<file path="config.mk">
export PLATFORM = sky130hd
export DESIGN_NAME = fp_panel
export DESIGN_NICKNAME = d
export VERILOG_FILES = /design/src/rtl/fp_pkg.sv /design/src/rtl/fp_edge.sv /design/src/rtl/fp_mode.sv /design/src/rtl/fp_addr.sv /design/src/rtl/fp_panel.sv
export SDC_FILE = /design/constraint.sdc
export NUM_CORES = 1
export LEC_CHECK = 0
export CAP_MARGIN = 40
export CORE_UTILIZATION = 50
export DETAILED_ROUTE_END_ITERATION = 10
export DONT_BUFFER_PORTS = 1
export MAX_ROUTING_LAYER = met4
export SYNTH_ARGS = -nofsm -noshare
export SYNTH_HDL_FRONTEND = slang
export SYNTH_HIERARCHICAL = 1
export SYNTH_SLANG_ARGS = --single-unit
</file>
<file path="constraint.sdc">
create_clock -name clk -period 2 [get_ports clk]
set_input_delay 0.2 -clock clk [delete_from_list [all_inputs] [get_ports clk]]
set_output_delay 0.2 -clock clk [all_outputs]
set_load 0.02 [all_outputs]
</file>
<file path="src/rtl/fp_pkg.sv">
package fp_pkg;
  // Button positions in the packed button vector; order is the priority
  // order used by the mode and address logic (higher index wins).
  localparam int BTN_N      = 5;
  localparam int BTN_NEXT   = 0;
  localparam int BTN_DEP    = 1;
  localparam int BTN_RUN    = 2;
  localparam int BTN_HALT   = 3;
  localparam int BTN_RESET  = 4;

  typedef enum logic {
    MODE_HALTED  = 1'b0,
    MODE_RUNNING = 1'b1
  } mode_t;
endpackage

</file>
<file path="src/rtl/fp_edge.sv">
module fp_edge #(
  parameter int N = 5
) (
  input  logic         clk,
  input  logic         rst_n,
  input  logic [N-1:0] lvl,
  output logic [N-1:0] rise
);
  logic [N-1:0] prev_q;

  for (genvar i = 0; i < N; i++) begin : g_bit
    always_ff @(posedge clk) begin
      if (!rst_n) prev_q[i] <= 1'b0;
      else        prev_q[i] <= lvl[i];
    end
    assign rise[i] = lvl[i] & ~prev_q[i];

    // one event per press, never two cycles in a row
    p_single_event_r2: assert property (@(posedge clk) disable iff (!rst_n)
      rise[i] |=> !rise[i]);
  end
endmodule

</file>
<file path="src/rtl/fp_mode.sv">
module fp_mode
  import fp_pkg::*;
(
  input  logic clk,
  input  logic rst_n,
  input  logic reset_ev,
  input  logic halt_ev,
  input  logic run_ev,
  output logic running,
  output logic cpu_rst
);
  mode_t mode_q, mode_d;
  logic  rst_pulse_q;

  always_comb begin
    mode_d = mode_q;
    if (reset_ev)     mode_d = MODE_HALTED;
    else if (halt_ev) mode_d = MODE_HALTED;
    else if (run_ev)  mode_d = MODE_RUNNING;
  end

  always_ff @(posedge clk) begin
    if (!rst_n) begin
      mode_q      <= MODE_HALTED;
      rst_pulse_q <= 1'b0;
    end else begin
      mode_q      <= mode_d;
      rst_pulse_q <= reset_ev;
    end
  end

  assign running = (mode_q == MODE_RUNNING);
  assign cpu_rst = rst_pulse_q;

  // a halt event always leaves the machine stopped, even with run
  p_halt_wins_r5: assert property (@(posedge clk) disable iff (!rst_n)
    halt_ev |=> !running);
  // reset halts and pulses the processor reset
  p_reset_halts_r3: assert property (@(posedge clk) disable iff (!rst_n)
    reset_ev |=> (!running && cpu_rst));
  // processor reset is a single-cycle pulse
  p_rst_pulse_r3: assert property (@(posedge clk) disable iff (!rst_n)
    cpu_rst |=> !cpu_rst);
endmodule

</file>
<file path="src/rtl/fp_addr.sv">
module fp_addr #(
  parameter int AW = 12,
  parameter int DW = 12
) (
  input  logic          clk,
  input  logic          rst_n,
  input  logic          reset_ev,
  input  logic          dep_ev,
  input  logic          next_ev,
  input  logic          running,
  input  logic [DW-1:0] sw,
  input  logic [AW-1:0] cpu_pc,
  output logic [AW-1:0] addr,
  output logic          pc_load,
  output logic [AW-1:0] pc_load_val,
  output logic          mem_we,
  output logic [AW-1:0] wr_addr,
  output logic [DW-1:0] wr_data
);
  // Address step with natural wrap at the top of the address space.
  function automatic logic [AW-1:0] step_addr(input logic [AW-1:0] a);
    return a + AW'(1);
  endfunction

  logic [AW-1:0] addr_q;
  logic          load_q, we_q;
  logic [AW-1:0] load_val_q, wa_q;
  logic [DW-1:0] wd_q;
  logic          halted_dep, halted_next;

  assign halted_dep  = dep_ev  && !running && !reset_ev;
  assign halted_next = next_ev && !running && !reset_ev;

  always_ff @(posedge clk) begin
    if (!rst_n) begin
      addr_q     <= '0;
      load_q     <= 1'b0;
      load_val_q <= '0;
      we_q       <= 1'b0;
      wa_q       <= '0;
      wd_q       <= '0;
    end else begin
      load_q <= 1'b0;
      we_q   <= 1'b0;
      if (reset_ev) begin
        addr_q     <= AW'(sw);
        load_q     <= 1'b1;
        load_val_q <= AW'(sw);
      end else if (running) begin
        addr_q <= cpu_pc;
      end else begin
        if (halted_dep) begin
          we_q <= 1'b1;
          wa_q <= addr_q;
          wd_q <= sw;
        end
        if (halted_next) begin
          addr_q     <= step_addr(addr_q);
          load_q     <= 1'b1;
          load_val_q <= step_addr(addr_q);
        end
      end
    end
  end

  assign addr        = addr_q;
  assign pc_load     = load_q;
  assign pc_load_val = load_val_q;
  assign mem_we      = we_q;
  assign wr_addr     = wa_q;
  assign wr_data     = wd_q;

  // a load strobe always carries the panel's current address
  p_load_val_r7: assert property (@(posedge clk) disable iff (!rst_n)
    pc_load |-> (pc_load_val == addr));
  // write request lasts one cycle
  p_we_pulse_r6: assert property (@(posedge clk) disable iff (!rst_n)
    mem_we |=> !mem_we);
  // load strobe lasts one cycle
  p_load_pulse_r7: assert property (@(posedge clk) disable iff (!rst_n)
    pc_load |=> !pc_load);
  // a next event while running leaves no load strobe behind
  p_no_step_running_r8: assert property (@(posedge clk) disable iff (!rst_n)
    (next_ev && running && !reset_ev) |=> !pc_load);
endmodule

</file>
<file path="src/rtl/fp_panel.sv">
module fp_panel
  import fp_pkg::*;
#(
  parameter int AW = 12,
  parameter int DW = 12
) (
  input  logic          clk,
  input  logic          rst_n,
  input  logic [DW-1:0] sw,
  input  logic          btn_reset,
  input  logic          btn_halt,
  input  logic          btn_run,
  input  logic          btn_deposit,
  input  logic          btn_next,
  input  logic [AW-1:0] cpu_pc,
  input  logic [DW-1:0] cpu_bus,
  input  logic [DW-1:0] mem_rdata,
  output logic          cpu_clk_en,
  output logic          cpu_rst,
  output logic          bus_to_cpu,
  output logic          pc_load,
  output logic [AW-1:0] pc_load_val,
  output logic          mem_we,
  output logic [AW-1:0] mem_addr,
  output logic [DW-1:0] mem_wdata,
  output logic [AW-1:0] led_addr,
  output logic [DW-1:0] led_data
);
  logic [BTN_N-1:0] btn_lvl, btn_ev;
  logic             reset_ev, halt_ev, run_ev, dep_ev, next_ev;
  logic             running;
  logic [AW-1:0]    addr, wr_addr;

  assign btn_lvl[BTN_RESET] = btn_reset;
  assign btn_lvl[BTN_HALT]  = btn_halt;
  assign btn_lvl[BTN_RUN]   = btn_run;
  assign btn_lvl[BTN_DEP]   = btn_deposit;
  assign btn_lvl[BTN_NEXT]  = btn_next;

  fp_edge #(.N(BTN_N)) u_edge (
    .clk (clk),
    .rst_n (rst_n),
    .lvl (btn_lvl),
    .rise (btn_ev)
  );

  // Named events for the assertions
  assign reset_ev = btn_ev[BTN_RESET];
  assign halt_ev  = btn_ev[BTN_HALT];
  assign run_ev   = btn_ev[BTN_RUN];
  assign dep_ev   = btn_ev[BTN_DEP];
  assign next_ev  = btn_ev[BTN_NEXT];

  fp_mode u_mode (
    .clk (clk),
    .rst_n (rst_n),
    .reset_ev (reset_ev),
    .halt_ev (halt_ev),
    .run_ev (run_ev),
    .running (running),
    .cpu_rst (cpu_rst)
  );

  fp_addr #(.AW(AW), .DW(DW)) u_addr (
    .clk (clk),
    .rst_n (rst_n),
    .reset_ev (reset_ev),
    .dep_ev (dep_ev),
    .next_ev (next_ev),
    .running (running),
    .sw (sw),
    .cpu_pc (cpu_pc),
    .addr (addr),
    .pc_load (pc_load),
    .pc_load_val (pc_load_val),
    .mem_we (mem_we),
    .wr_addr (wr_addr),
    .wr_data (mem_wdata)
  );

  assign cpu_clk_en = running;
  assign bus_to_cpu = running;
  assign mem_addr   = mem_we ? wr_addr : addr;
  assign led_addr   = running ? cpu_pc : addr;
  assign led_data   = running ? cpu_bus : mem_rdata;

  // no memory write follows a cycle spent running
  p_no_write_running_r8: assert property (@(posedge clk) disable iff (!rst_n)
    mem_we |-> !$past(running));
  // the machine only starts on a run event
  p_start_on_run_r4: assert property (@(posedge clk) disable iff (!rst_n)
    (!running && !run_ev) |=> !running);
  // the indicators never show the processor bus while halted
  p_led_source_r9: assert property (@(posedge clk) disable iff (!rst_n)
    !cpu_clk_en |-> (led_data == mem_rdata));
endmodule

</file>
==> impl_metrics.env, run 1 <==
export IMPL_outcome="completed"
export IMPL_first_global_vias=2453
export IMPL_route_final_wire_length_mm=8.24
export IMPL_drcViolationCount=0
export IMPL_first_iter_violations=199
export IMPL_dp_hpwl_mm=5.70
export IMPL_placedCellCount=424
export IMPL_worstPathRequired_ns=1.80
export IMPL_finalHoldViolCount=0
export IMPL_layout_cells_most_common_list="nand2_1 (66), dfxtp_1 (56), a21oi_1 (33)"
export IMPL_final_hold_worst_slack_ns=0.0143
export IMPL_rsz0062_at_grt="false"
export IMPL_row_count=28
export IMPL_synth_edf_count=0
export IMPL_final_min_period_over_clock_period=0.923
export IMPL_timing_critical_path_cells="buf_4, mux2_2"
export IMPL_number_of_antenna_violations_at_the_first_check_in_global_routing=0
export IMPL_final_max_slew_violation_count=0
export IMPL_cpPeakStageDelay_ns=0.45
export IMPL_num_nets_final=435
export IMPL_area_delta_synth_final_pct=13.2
export IMPL_worst_skew_pair_later_pin_latency_ns=0.33
export IMPL_largest_net_degree_at_the_start_of_global_routing=43
export IMPL_clk_transition_reported_paths_ns=0.07
export IMPL_tritoncts_num_sinks=57
export IMPL_max_slew_margin=0.665
export IMPL_place_congestion=0.919
export IMPL_timing_critical_path_max_delay_family="buffers and inverters"
export IMPL_i_o_pin_count=120
export IMPL_nFillCells=579
export IMPL_drt_pre_antenna_iters=4
export IMPL_total_global_routing_overflow=0
export IMPL_floorplan_initialDensity=0.523
export IMPL_postSynthRegisterBits=57
export IMPL_synth_cells=358
export IMPL_ys_top_cells_by_area="dfxtp_1 (36%), mux2_4 (9.6%), nand2_1 (7.9%)"
export IMPL_final_core_util=0.592
export IMPL_share_of_final_layout_standard_cells_stronger_than_drive_strength_1=0.220
export IMPL_path_buf_inv=1
export IMPL_timing_critical_path_from_type="flop"
export IMPL_critical_path_endpoint_type="primary output"
export IMPL_h_tree_depth=3
export IMPL_achievable_frequency_mhz=542
export IMPL_ys_async_sr_fraction=0
export IMPL_multi_input_area_um2=1790
export IMPL_timing_max_cap_violations=0
export IMPL_critical_path_class="reg -> out"
export IMPL_commonest_non_fill_non_tap_cell_in_the_layout="nand2_1"
export IMPL_yosys_area_top_type="dfxtp_1"
export IMPL_viasPerCell=5.80
export IMPL_synthesis_yosys_warnings=6
export IMPL_gr_usage_total=0.271
export IMPL_vias=2650
export IMPL_tritoncts="yes"
export IMPL_grt_pass1_wl_mm=12.7
export IMPL_cts_path_max_buffers=2
export IMPL_floorplan_die_width_um=81.2
export IMPL_total_power_uw=2930
export IMPL_highest_net_fanout_along_the_worst_path=25
export IMPL_final_setup_skew_ns=0.00593
export IMPL_synth_cell_types=55
export IMPL_worst_slew_pin_transition_ns=0.501
export IMPL_tritoncts_num_buffers=9
export IMPL_post_layout_nonfiller_instances=457
export IMPL_diodes=0
export IMPL_crit_path_top_delay_cell="buf_4"
export IMPL_setup_violations_final=0
export IMPL_fp_dieArea_um2=6590
export IMPL_postSynthNetCount=414
export IMPL_synthesis_area_um2=3130
export IMPL_avgSynthCellArea_um2=8.75
export IMPL_vdd_ir_drop_max_mv=0.454
export IMPL_hold_path_class="in -> reg"
export IMPL_core_area_um2=5990
export IMPL_power_static_leakage_uw=0.00134
export IMPL_clock_root_buffer="clkbuf_8"
export IMPL_detail_route_wl_per_cell_um=18.0
export IMPL_synth_top_area_frac=0.364
export IMPL_seq_area_um2=1140
export IMPL_timing_final_crit_period_ns=1.85
export IMPL_synth_main_ff_cell="dfxtp_1"
export IMPL_drt_antenna_violating_nets=0
export IMPL_power_density_nw_per_um2=825
export IMPL_fp_dieH_um=81.2
export IMPL_timing_critical_path_arrival_ns=1.65
export IMPL_synth_seq_area_share=0.364
export IMPL_setup_tns_final_ns=0
export IMPL_port_buffers=0
export IMPL_rrSetupSlack_ns=0.25
[worst reg2reg max path: stages, from the launching register on]
cell and delay (ns):
dfxtp_1 0.52, ha_1 0.32, and4_1 0.33, nand4_1 0.16, xor2_1 0.17, o22ai_1 0.16
[sequential cells by signal (all words and copies together) (netlist names)]
register / cells
u_addr/addr: 12
u_addr/pc_load_val: 12
u_addr/wr_addr: 12
u_addr/wr_data: 12
u_edge/prev_q: 5
u_addr/mem_we: 1
u_addr/pc_load: 1
u_mode/cpu_rst: 1
u_mode/running: 1
[timing repair]
action / CTS / global route
setup buffers: 0 / 0
hold buffers: 19 / 0
hold endpoints to repair: 22 / 0
resized for setup: 0 / 0
[through the flow]
step	setup slack [ns]	area [um2]
floorplan	0.485	3130
global placement	0.368	3180
detailed placement	0.322	3180
CTS	0.133	3550
global route	0.0690	3550
finish	0.154	3550
[final timing paths]
path,end,start,cells after the start
worst min-delay path,u_addr/wr_data[9],sw[9],2
worst max register to register,u_addr/pc_load_val[8],u_addr/addr[0],5
worst max-delay path,led_data[9],u_mode/running,2
worst min register to register,u_addr/wr_addr[6],u_addr/wr_addr[6],2
[cell type report]
type	instances	area share
clock buffer	12	0.0465
clock inverter	2	0.00388
inverter	4	0.00423
multi-input combinational	269	0.503
sequential	57	0.322
tap	75	0.0264
timing repair buffer	38	0.0938
[logic make-up after synthesis]
| family | Yosys count | share of synthesized area |
|---|---|---|
| muxes | 38 | 0.160 |
| DFF | 57 | 0.364 |
| buffers and inverters | 32 | 0.0671 |
| AOI/OAI and AO/OA | 87 | 0.170 |
| adders and majority gates | 1 | 0.00399 |
| and+or+nand+nor | 133 | 0.207 |
| xor gates and xnor gates | 10 | 0.0279 |
[synthesized netlist by cell type (2+ instances only)]
cell      count
or2_2         3
dfxtp_1      57
buf_12        2
clkbuf_1      9
o22ai_1       7
nand2_1      66
buf_6         2
o21ai_0      14
nand4_1       2
and2_2        2
mux2_2       16
xnor2_1       6
a31oi_1       6
inv_1         3
nor3_1        3
a21o_1        2
nor2b_1      10
a21oi_1      33
mux2i_1       2
buf_2         8
clkbuf_8      2
and2_1        7
a22oi_1       4
xor2_1        4
or3_2         2
nand2b_1      6
a21boi_0      4
mux2_4       20
o21a_1        3
o31ai_1       5
nor4_1        2
nor2_1       15
buf_4         3
nand3_1       7
[layer usage]
metal  global-route usage  up-vias  share of wire  routed length, um
met4                0.118        0          0.016                133
met5                    -        -              0                  0
met1                0.340     1250           0.44               3620
li1                     -     1285              -                  -
met2                0.414      105           0.47               3900
met3               0.0607       10          0.070                580
[report_power, final]
part | switching (uW) | internal (uW)
registers | 114 | 1210
logic | 347 | 263
clock network | 454 | 537
Note: power is estimated with default switching activity, not from simulation.
==> inputs of run 2 (changes only) <==
Settings changed: ABC_AREA from default to 1.
==> impl_metrics.env, run 2 <==
export IMPL_synth_top_area_frac=0.377
export IMPL_total_global_routing_overflow=0
export IMPL_place_congestion=0.892
export IMPL_final_setup_skew_ns=0.00379
export IMPL_post_synth_top_count_cell="nand2_1"
export IMPL_timing_critical_path_arrival_ns=1.55
export IMPL_first_global_vias=2545
export IMPL_synth_cells=464
export IMPL_viasPerCell=5.50
export IMPL_vdd_ir_drop_max_mv=0.486
export IMPL_final_min_period_over_clock_period=0.874
export IMPL_met1_length_mm=3.95
export IMPL_post_route_worst_setup_slack_ns=0.251
export IMPL_core_area_um2=5680
export IMPL_number_of_antenna_violations_at_the_first_check_in_global_routing=0
export IMPL_critical_path_class="reg -> out"
export IMPL_clock_power_share=0.372
export IMPL_first_iter_violations=249
export IMPL_seq_power_share=0.447
export IMPL_drt_pre_antenna_iters=5
export IMPL_setup_tns_final_ns=0
export IMPL_worst_skew_pair_later_pin_latency_ns=0.34
export IMPL_floorplan_die_width_um=79.8
export IMPL_clk_transition_reported_paths_ns=0.06
export IMPL_worst_slew_pin_transition_ns=0.952
export IMPL_postSynthNetCount=520
export IMPL_dp_hpwl_mm=5.86
export IMPL_commonest_non_fill_non_tap_cell_in_the_layout="nand2_1"
export IMPL_outcome="completed"
export IMPL_synth_commonest_cells="nand2_1 (175), dfxtp_1 (57), nor2_1 (49)"
export IMPL_postCtsSetupRepairBufs=0
export IMPL_final_core_util=0.590
export IMPL_tritoncts_num_buffers=9
export IMPL_power_frac_comb=0.180
export IMPL_final_max_slew_violation_count=0
export IMPL_drt_antenna_violating_nets=0
export IMPL_synth_seq_area_share=0.377
export IMPL_timing_max_cap_violations=0
export IMPL_tritoncts_num_sinks=57
export IMPL_port_buffers=0
export IMPL_timing_final_crit_period_ns=1.75
export IMPL_p_sw_frac=0.319
export IMPL_worstPathRequired_ns=1.80
export IMPL_num_nets_final=528
export IMPL_layout_cells_most_common_list="nand2_1 (175), dfxtp_1 (56), nor2_1 (49)"
export IMPL_rsz0062_at_grt="false"
export IMPL_timing_critical_path_from_type="flop"
export IMPL_routed_wl_met2_mm=3.84
export IMPL_place_area_um2=3010
export IMPL_setup_violations_final=0
export IMPL_vias=3018
export IMPL_ys_async_sr_fraction=0
export IMPL_critical_path_endpoint_type="primary output"
export IMPL_fp_dieH_um=79.8
export IMPL_gr_usage_total=0.290
export IMPL_largest_net_degree_at_the_start_of_global_routing=32
export IMPL_tritoncts="yes"
export IMPL_synthesis_yosys_warnings=6
export IMPL_avgSynthCellArea_um2=6.52
export IMPL_fp_dieArea_um2=6370
export IMPL_row_count=27
export IMPL_route_final_wire_length_mm=8.79
export IMPL_share_of_final_layout_standard_cells_stronger_than_drive_strength_1=0.101
export IMPL_ys_top_cells_by_area="dfxtp_1 (38%), nand2_1 (22%), nor2_1 (6.1%)"
export IMPL_floorplan_initialDensity=0.533
export IMPL_power_static_leakage_uw=0.00157
export IMPL_max_slew_margin=0.363
export IMPL_i_o_pin_count=120
export IMPL_hold_path_class="in -> reg"
export IMPL_drcViolationCount=0
export IMPL_h_tree_depth=3
export IMPL_cts_path_max_buffers=2
export IMPL_highest_net_fanout_along_the_worst_path=27
export IMPL_highest_routed_layer="met4"
export IMPL_achievable_frequency_mhz=572
export IMPL_grt_pass1_wl_mm=13.3
export IMPL_clock_root_buffer="clkbuf_8"
export IMPL_synth_cell_types=29
export IMPL_finalHoldViolCount=0
export IMPL_power_density_nw_per_um2=908
export IMPL_yosys_area_top_type="dfxtp_1"
export IMPL_postSynthRegisterBits=57
export IMPL_nFillCells=596
export IMPL_synthesis_area_um2=3030
export IMPL_detail_route_wl_per_cell_um=16.0
export IMPL_postLayoutCellArea_um2=3350
export IMPL_synth_edf_count=0
export IMPL_area_delta_synth_final_pct=10.6
export IMPL_p_sw_uw=969
export IMPL_met3_length_um=833
export IMPL_synth_main_ff_cell="dfxtp_1"
export IMPL_power_internal_uw=2070
export IMPL_dpl_ws_ns=0.347
export IMPL_diodes=0
## run 2: area by class of cell
class / instances / area, um2 / area share
Inverter: 36 / 143 / 0.0426
Tap cell: 72 / 90.1 / 0.0269
Timing Repair Buffer: 21 / 203 / 0.0605
Multi-Input combinational cell: 347 / 1560 / 0.467
Sequential cell: 57 / 1140 / 0.341
Clock buffer: 14 / 173 / 0.0516
Clock inverter: 2 / 35.0 / 0.0105
## run 2: worst paths after layout
kind | start | depth (start not counted) | slack (ns) | end
min reg2reg | u_addr/wr_addr[1] | 2 | 0.48 | u_addr/wr_addr[1]
max | u_mode/running | 4 | 0.25 | led_addr[2]
max reg2reg | u_edge/prev_q[4] | 10 | 0.33 | u_addr/pc_load_val[9]
min | rst_n | 2 | 0.01 | u_addr/wr_addr[9]
## run 2: logic make-up (layout without fill, tap and decap cells)
| logic type | count (synthesis) | count (layout) | synth area share |
|---|---|---|---|
| simple gates | 265 | 265 | 0.363 |
| compound gates | 76 | 76 | 0.135 |
| buf+inv | 60 | 73 | 0.107 |
| flops | 57 | 57 | 0.377 |
| xor+xnor | 5 | 5 | 0.0145 |
| fa+ha+maj | 1 | 1 | 0.00413 |
## run 2: repair_timing
action	in CTS	in global routing
gates resized for setup	0	0
endpoints found under the hold margin	31	0
hold buffers	13	0
## run 2: power by group through the flow
stage / combinational (uW) / clock [uW] / sequential, uW
detailed placement: 513 / 0 / 1380
floorplan: 447 / 0 / 1360
global route: 608 / 1190 / 1370
CTS: 545 / 1140 / 1360
global placement: 509 / 0 / 1380
finish: 548 / 1130 / 1360
## run 2: metrics by stage
stage	total power, uW	hold slack (ns)	cells
floorplan	1810	0.293	464
global placement	1890	0.294	520
detailed placement	1900	0.299	520
CTS	3050	0.00227	549
global route	3170	0.00551	549
finish	3040	0.0104	549
## run 2: metal layers
| metal | vias to the layer above | global-route usage |
|---|---|---|
| met2 | 147 | 0.423 |
| met1 | 1379 | 0.386 |
| li1 | 1474 | - |
| met5 | - | - |
| met3 | 18 | 0.0629 |
| met4 | 0 | 0.121 |
## run 2: critical path: stages, from the launching register on
cell     delay (ns)
dfxtp_2        0.38
buf_4          0.40
inv_8          0.16
nand2_1        0.11
nand2_1        0.14
==> inputs of run 3 (changes only) <==
Settings changed: CORE_MARGIN from default to 1, GPL_ROUTABILITY_DRIVEN from default to 0.
==> results of run 3 <==
The final DEF is identical to that of run 2; final timing and power are the same.
